## src/rtl/drv_status_pkg.sv

```systemverilog
package drv_status_pkg;
  localparam int unsigned STAT_W = 16;

  // event word positions
  localparam int unsigned EV_INSTR = 7;
  localparam int unsigned EV_OVT   = 9;
  localparam int unsigned EV_DRVX  = 10;
  localparam int unsigned EV_FOLD  = 12;

  // drive word positions
  localparam int unsigned DS_FOLD  = 1;
  localparam int unsigned DS_OVT   = 2;
  localparam int unsigned DS_HOLD  = 4;
  localparam int unsigned DS_OVOLT = 5;

  typedef logic [STAT_W-1:0] stat_word_t;

  localparam stat_word_t EV_USED = (stat_word_t'(1) << EV_INSTR) | (stat_word_t'(1) << EV_OVT)
                                 | (stat_word_t'(1) << EV_DRVX)  | (stat_word_t'(1) << EV_FOLD);
  localparam stat_word_t DS_USED = (stat_word_t'(1) << DS_FOLD) | (stat_word_t'(1) << DS_OVT)
                                 | (stat_word_t'(1) << DS_HOLD) | (stat_word_t'(1) << DS_OVOLT);

  typedef enum logic {
    RD_EVT = 1'b0,
    RD_DRV = 1'b1
  } rd_sel_e;
endpackage

```

## src/rtl/stat_evt_src.sv

```systemverilog
module stat_evt_src
  import drv_status_pkg::*;
(
  input  logic       clk_i,
  input  logic       rst_ni,
  input  logic       instr_err_i,
  input  logic       ovt_fault_i,
  input  logic       fold_evt_i,
  input  logic       bus_volt_i,
  input  logic       wdog_i,
  input  logic       ocur_i,
  input  logic       enable_i,
  output stat_word_t set_o
);
  logic en_q;
  logic en_fall;
  logic drvx;

  always_ff @(posedge clk_i or negedge rst_ni) begin
    if (!rst_ni) en_q <= 1'b0;
    else         en_q <= enable_i;
  end

  assign en_fall = en_q & ~enable_i;
  assign drvx    = bus_volt_i | wdog_i | ocur_i | en_fall;

  always_comb begin
    set_o           = '0;
    set_o[EV_INSTR] = instr_err_i;
    set_o[EV_OVT]   = ovt_fault_i;
    set_o[EV_DRVX]  = drvx;
    set_o[EV_FOLD]  = fold_evt_i;
  end
endmodule

```

## src/rtl/stat_evt_reg.sv

```systemverilog
module stat_evt_reg #(
  parameter int unsigned          W    = 16,
  parameter logic [W-1:0]         USED = '1
) (
  input  logic         clk_i,
  input  logic         rst_ni,
  input  logic [W-1:0] set_i,
  input  logic         clr_i,
  input  logic [W-1:0] clr_mask_i,
  output logic [W-1:0] q_o
);
  logic [W-1:0] keep;
  assign keep = clr_i ? clr_mask_i : '1;

  for (genvar i = 0; i < W; i++) begin : g_bit
    always_ff @(posedge clk_i or negedge rst_ni) begin
      if (!rst_ni) q_o[i] <= 1'b0;
      else         q_o[i] <= USED[i] ? ((q_o[i] & keep[i]) | set_i[i]) : 1'b0; // set beats clear
    end
  end
endmodule

```

## src/rtl/stat_live_reg.sv

```systemverilog
module stat_live_reg #(
  parameter int unsigned  W    = 16,
  parameter logic [W-1:0] USED = '1
) (
  input  logic         clk_i,
  input  logic         rst_ni,
  input  logic [W-1:0] cond_i,
  output logic [W-1:0] q_o
);
  always_ff @(posedge clk_i or negedge rst_ni) begin
    if (!rst_ni) q_o <= '0;
    else         q_o <= cond_i & USED;
  end
endmodule

```

## src/rtl/stat_rd_port.sv

```systemverilog
module stat_rd_port
  import drv_status_pkg::*;
(
  input  logic       clk_i,
  input  logic       rst_ni,
  input  logic       rd_i,
  input  rd_sel_e    sel_i,
  input  stat_word_t evt_i,
  input  stat_word_t drv_i,
  output stat_word_t data_o
);
  always_ff @(posedge clk_i or negedge rst_ni) begin
    if (!rst_ni)   data_o <= '0;
    else if (rd_i) data_o <= (sel_i == RD_DRV) ? drv_i : evt_i;
  end
endmodule

```

## src/rtl/drv_status_regs.sv

```systemverilog
module drv_status_regs
  import drv_status_pkg::*;
(
  input  logic              clk_i,
  input  logic              rst_ni,
  input  logic              instr_err_i,
  input  logic              ovt_fault_i,
  input  logic              fold_evt_i,
  input  logic              bus_volt_i,
  input  logic              wdog_i,
  input  logic              ocur_i,
  input  logic              enable_i,
  input  logic              in_fold_i,
  input  logic              ovt_cond_i,
  input  logic              holding_i,
  input  logic              ovolt_i,
  input  logic              clr_i,
  input  logic [STAT_W-1:0] clr_mask_i,
  input  logic              rd_i,
  input  logic              rd_sel_i,
  output logic [STAT_W-1:0] rd_data_o
);
  stat_word_t evt_set;
  stat_word_t evt_q;
  stat_word_t drv_cond;
  stat_word_t drv_q;

  stat_evt_src u_src (
    .clk_i       (clk_i),
    .rst_ni      (rst_ni),
    .instr_err_i (instr_err_i),
    .ovt_fault_i (ovt_fault_i),
    .fold_evt_i  (fold_evt_i),
    .bus_volt_i  (bus_volt_i),
    .wdog_i      (wdog_i),
    .ocur_i      (ocur_i),
    .enable_i    (enable_i),
    .set_o       (evt_set)
  );

  stat_evt_reg #(.W(STAT_W), .USED(EV_USED)) u_evt (
    .clk_i      (clk_i),
    .rst_ni     (rst_ni),
    .set_i      (evt_set),
    .clr_i      (clr_i),
    .clr_mask_i (clr_mask_i),
    .q_o        (evt_q)
  );

  always_comb begin
    drv_cond           = '0;
    drv_cond[DS_FOLD]  = in_fold_i;
    drv_cond[DS_OVT]   = ovt_cond_i;
    drv_cond[DS_HOLD]  = holding_i;
    drv_cond[DS_OVOLT] = ovolt_i;
  end

  stat_live_reg #(.W(STAT_W), .USED(DS_USED)) u_drv (
    .clk_i  (clk_i),
    .rst_ni (rst_ni),
    .cond_i (drv_cond),
    .q_o    (drv_q)
  );

  stat_rd_port u_rd (
    .clk_i  (clk_i),
    .rst_ni (rst_ni),
    .rd_i   (rd_i),
    .sel_i  (rd_sel_e'(rd_sel_i)),
    .evt_i  (evt_q),
    .drv_i  (drv_q),
    .data_o (rd_data_o)
  );
endmodule

```

## config.mk

```make
export PLATFORM = sky130hd
export DESIGN_NAME = drv_status_regs
export DESIGN_NICKNAME = d
export VERILOG_FILES = /design/src/rtl/drv_status_pkg.sv /design/src/rtl/stat_evt_src.sv /design/src/rtl/stat_evt_reg.sv /design/src/rtl/stat_live_reg.sv /design/src/rtl/stat_rd_port.sv /design/src/rtl/drv_status_regs.sv
export SDC_FILE = /design/constraint.sdc
export NUM_CORES = 1
export LEC_CHECK = 0
export BUFFER_PORTS_ARGS = -buffer_cell sky130_fd_sc_hd__buf_2
export CAP_MARGIN = 20
export CORE_UTILIZATION = 30
export CTS_CLUSTER_DIAMETER = 40
export DETAILED_ROUTE_END_ITERATION = 16
export SLEW_MARGIN = 0
export SYNTH_ARGS = -nofsm -noshare
export SYNTH_HDL_FRONTEND = slang
export SYNTH_HIERARCHICAL = 1
export SYNTH_SLANG_ARGS = --single-unit
```

## constraint.sdc

```tcl
create_clock -name clk_i -period 1.2 [get_ports clk_i]
set_input_delay 0.24 -clock clk_i [delete_from_list [all_inputs] [get_ports clk_i]]
set_output_delay 0.24 -clock clk_i [all_outputs]
set_load 0.02 [all_outputs]
```

==> impl_metrics.ini, run 1 <==
[grt]
track_usage_pct = 9.26
grt-ovfl-total = 0
grt_pass1_vias = 700
grt_max_degree = 33
antenna_found_initial = 0
grt_pass1_wl_um = 3080

[clocking]
clk_latency_ns = 0.26
ctsRootBufferMaster = clkbuf_8
clk_path_buf_depth = 2
htreeDepth = 1
clk_pin_slew_ns = 0.08
clkSinkCount = 25
post-cts-setup-buffer-count = 0
cts_tree = built
numCtsBuffers = 3

[setup_path]
crit_required_ns = 0.96
crit_cells = 1
worstPathCellList = buf_2
crit_buf_inv = 1
cp-end-kind = output pin
path_max_fanout = 2
crit_type = reg -> out
reg2reg_depth = 3
cp-start-kind = flip-flop
cp_top_family = flip-flops
critPathMaxStageDelay_ns = 0.39
crit_arrival_ns = 0.81
slowest_stage = dfrtp_1

[pwr]
clkPwrFrac_pct = 27.5
power_frac_seq_pct = 53.6
ir_worst_vdd_mv = 0.718
p_total_mw = 1.77
p_sw_share_pct = 27.0
p_per_area_nw_per_um2 = 1230
power_leakage_nw = 0.716
internal_power_mw = 1.29
combPwrFrac_pct = 18.9
p_sw_uw = 477

[placed_design]
dpl.hpwl_um = 1320
routabilityCongestion = 0.682
io_buffers = 35

[floorplanning]
die_h_um = 66.9
io_pins = 48
fp.coreArea_um2 = 4030
die-area_um2 = 4470
rows = 23
initial_utilization_pct = 31.3
die_x_um = 66.9

[status]
status = finished, final reports clean

[routing]
ant_nets = 0
drcViolationCount = 0
vias = 761
finalWirelength_um = 1820
drtIter0Drc = 27
viasPerCell = 3.77
drtPass1Iterations = 4
wl_per_cell_um = 9.02

[logic_synthesis]
yosysWarnings = 6
syn_inst = 119
synth_area_um2 = 1260
synth_area_per_cell_um2 = 10.6

[finish]
n_antenna_cell = 0
drive_gt1_share_pct = 28.3
syn2layout_area_growth_pct = 13.9
fin_nets = 185
fillers = 407

[sta]
setup_tns_ns = 0
fin_crit_ns = 1.05
fin_skew_ns = 0.000824
period_share_pct = 87.7
fmax_ghz = 0.951
setup_viol = 0
hold_viol_final = 0
rsz0062_at_grt = no
slew_viol_final = 0

[job]
cap_violations = 0

[worst_hold_path]
hold_path_class = in -> reg
hold_depth = 1
-- repair_timing --
item,4_1_cts,5_1_grt
hold endpoints to repair,25,0
endpoints found under the setup margin,0,0
hold buffers,1,0
gates resized for setup,0,0
-- per-layer routing --
layer	wire length [µm]	vias up	part of all wire (%)	track usage, %
li1	-	405	-	-
met1	927	327	51	12.1
met2	770	29	42	14.9
met3	124	0	6.8	3.60
met4	0	0	0	0.798
met5	0	-	0	0
-- flip-flops by register name, summed over array words and instances, names as in the netlist --
| register | flops |
|---|---|
| u_rd/data_o | 16 |
| u_drv/q_o | 4 |
| u_src/en_q | 1 |
| u_evt/q_o | 4 |
-- cell usage in the layout (no fill, tap or decap) --
| master | count |
|---|---|
| buf_2 | 35 |
| dfrtp_1 | 25 |
| conb_1 | 24 |
| mux2i_1 | 16 |
| nor2_1 | 16 |
| a21oi_1 | 16 |
| nand2b_1 | 4 |
| a21o_1 | 4 |
| clkbuf_8 | 3 |
| buf_12 | 2 |
| buf_4 | 2 |
| clkbuf_1 | 1 |
| dlygate4sd3_1 | 1 |
| inv_1 | 1 |
| nor3_2 | 1 |
| o21ai_1 | 1 |
-- layout make-up --
type | count | area, µm² | area share [%]
flip-flops and latches | 25 | 626 | 43.5
multi-input cells | 82 | 460 | 32.0
repair buffers | 40 | 240 | 16.7
well taps | 50 | 62.6 | 4.35
clock buffers | 4 | 45.0 | 3.13
inverters | 1 | 3.75 | 0.261
-- worst paths after layout --
path,endpoint,slack (ns),start
setup / recovery,rd_data_o[3],0.15,u_rd/data_o[3]$_DFFE_PN0P_
hold / removal,u_drv/q_o[5]$_DFF_PN0_,0.08,ovolt_i
setup reg to reg,u_evt/q_o[10]$_DFF_PN0_,0.46,u_src/en_q$_DFF_PN0_
hold reg to reg,u_evt/q_o[7]$_DFF_PN0_,0.48,u_evt/q_o[7]$_DFF_PN0_
max in group asynchronous,u_rd/data_o[4]$_DFFE_PN0P_,0.62,rst_ni
min in group asynchronous,u_src/en_q$_DFF_PN0_,0.44,rst_ni
-- stage by stage --
| step | worst slack, ns | std cells | hold slack, ns | area [µm²] | utilization (%) |
|---|---|---|---|---|---|
| after floorplan | 0.331 | 141 | -0.0556 | 1350 | - |
| after global placement | 0.190 | 197 | 0.193 | 1380 | 34.3 |
| after detailed placement | 0.165 | 197 | 0.195 | 1380 | 34.3 |
| after CTS | 0.126 | 202 | 0.0667 | 1440 | 35.7 |
| after global routing | 0.102 | 202 | 0.0605 | 1440 | 35.7 |
| final | 0.148 | 202 | 0.0773 | 1440 | 35.7 |
-- power groups by stage --
| stage | combinational, mW | sequential (mW) | clock, mW |
|---|---|---|---|
| 3_5_place_dp | 0.335 | 0.965 | 0 |
| 4_1_cts | 0.339 | 0.948 | 0.519 |
| 5_1_grt | 0.372 | 0.958 | 0.544 |
| 6_report | 0.333 | 0.946 | 0.486 |
| 2_1_floorplan | 0.193 | 1.04 | 0 |
| 3_3_place_gp | 0.333 | 0.962 | 0 |
No activity file was read; power rests on OpenSTA's default activity.
==> inputs of run 2 (changes only) <==
CORE_MARGIN = 1.5   (was default)
REMOVE_ABC_BUFFERS = 1   (was default)
==> run 2 against run 1 <==
Setup slack better by 0.0013 ns. Routed wire length down 0.44%. Critical endpoint is now rd_data_o[9]. Core utilization down 0.68 points. Highest routed layer unchanged. Largest cell class unchanged. Sequential cell count unchanged.
==> impl_metrics.ini, run 2 (synthesized netlist as in run 1, its figures left out) <==
[status]
status = finished, final reports clean

[sta]
period_share_pct = 87.6
fin_skew_ns = 0.00101
setup_tns_ns = 0
hold_viol_final = 0
slew_viol_final = 0
fin_ws_ns = 0.149
fin_crit_ns = 1.05
tightest_slew_ns = 0.554
fmax_ghz = 0.952
setup_viol = 0
rsz0062_at_grt = no
holdWs_ns = 0.0794
slew_headroom_pct = 63.1

[routing]
finalWirelength_um = 1810
viasPerCell = 3.85
drtPass1Iterations = 2
drtIter0Drc = 1
drcViolationCount = 0
wl_per_cell_um = 9.07
vias = 770
ant_nets = 0

[floorplanning]
initial_utilization_pct = 31.3
rows = 23
fp.coreArea_um2 = 4030
die-area_um2 = 4610
die_x_um = 67.9
die_h_um = 67.9
io_pins = 48

[placed_design]
place_ws_ns = 0.253
io_buffers = 35
dpl.hpwl_um = 1290
routabilityCongestion = 0.673

[grt]
grt_max_degree = 33
antenna_found_initial = 0
grt_pass1_wl_um = 3060
grt-ovfl-total = 0
grt_pass1_vias = 721
track_usage_pct = 8.81

[worst_hold_path]
hold_depth = 1
hold_path_class = in -> reg

[pwr]
p_total_mw = 1.76
ir_worst_vdd_mv = 0.571
power_leakage_nw = 0.702
p_per_area_nw_per_um2 = 1250

[setup_path]
crit_start = u_rd/data_o[9]$_DFFE_PN0P_
crit_arrival_ns = 0.81
cp-start-kind = flip-flop
ff2ff_setup_slack_ns = 0.46
path_max_fanout = 2
cp_top_family = flip-flops
crit_end = rd_data_o[9]
worstPathCellList = buf_2
crit_cells = 1
critPathMaxStageDelay_ns = 0.39
r2r-end = u_rd/data_o[10]$_DFFE_PN0P_
cp-end-kind = output pin
reg2reg_depth = 2
crit_type = reg -> out
r2r-start = u_evt/q_o[10]$_DFF_PN0_
crit_buf_inv = 1
crit_required_ns = 0.96
slowest_stage = dfrtp_1

[clocking]
numCtsBuffers = 3
htreeDepth = 1
post_cts_resized = 0
ctsRootBufferMaster = clkbuf_8
clkSinkCount = 25
clk_latency_ns = 0.26
clk_path_buf_depth = 2
clk_pin_slew_ns = 0.08
cts_tree = built

[finish]
layout_commonest_cell = buf_2
syn2layout_area_growth_pct = 11.7
final_util_pct = 35.0
fillers = 433
n_antenna_cell = 0
drive_gt1_share_pct = 27.3
fin_nets = 183
largest_register = u_rd/data_o
mostFrequentLayoutCells = buf_2 (35), dfrtp_1 (25), conb_1 (24)
largest_register_ff_count = 16
reg_top3 = u_rd/data_o (16), u_drv/q_o (4), u_evt/q_o (4)

[job]
cap_violations = 0
## run 2: worst min-delay path by stage
stage	startpoint	endpoint	slack, ns
final	in_fold_i	u_drv/q_o[1]$_DFF_PN0_	0.08
after global routing	holding_i	u_drv/q_o[4]$_DFF_PN0_	0.06
after CTS	in_fold_i	u_drv/q_o[1]$_DFF_PN0_	0.07
after detailed placement	rst_ni	u_evt/q_o[12]$_DFF_PN0_	0.26
after global placement	rst_ni	u_evt/q_o[12]$_DFF_PN0_	0.27
after floorplan	rst_ni	u_drv/q_o[1]$_DFF_PN0_	-0.06
## run 2: where the power goes
part / switching, mW / internal, mW
clock: 0.253 / 0.237
combinational: 0.196 / 0.129
sequential: 0.0315 / 0.913
## run 2: area by class of cell
type / count / area [µm²] / area share [%]
clock buffer: 4 / 45.0 / 3.19
inverter: 1 / 3.75 / 0.266
multi-input combinational: 82 / 460 / 32.7
sequential: 25 / 626 / 44.4
tap: 50 / 62.6 / 4.44
timing repair buffer: 38 / 213 / 15.1
## run 2: what timing repair did
action                                 CTS  global route
hold buffers                             1             0
setup buffers                            0             0
endpoints found under the hold margin   25             0
## run 2: per-layer routing
metal  up-vias  track usage [%]  wire (µm)
li1        399                -          -
met2        24             15.0        866
met3         0             2.30         89
met4         0             2.25          0
met5         -                0          0
met1       347             11.2        858
## run 2: through the flow
stage               std cells  cell area (µm²)
floorplan                 108             1090
global placement          195             1360
detailed placement        195             1360
CTS                       200             1410
global route              200             1410
finish                    200             1410
## run 2: worst register-to-register path: stages (launching register included)
cell and delay (ns):
dfrtp_1 0.39, mux2i_1 0.15, a21oi_1 0.09
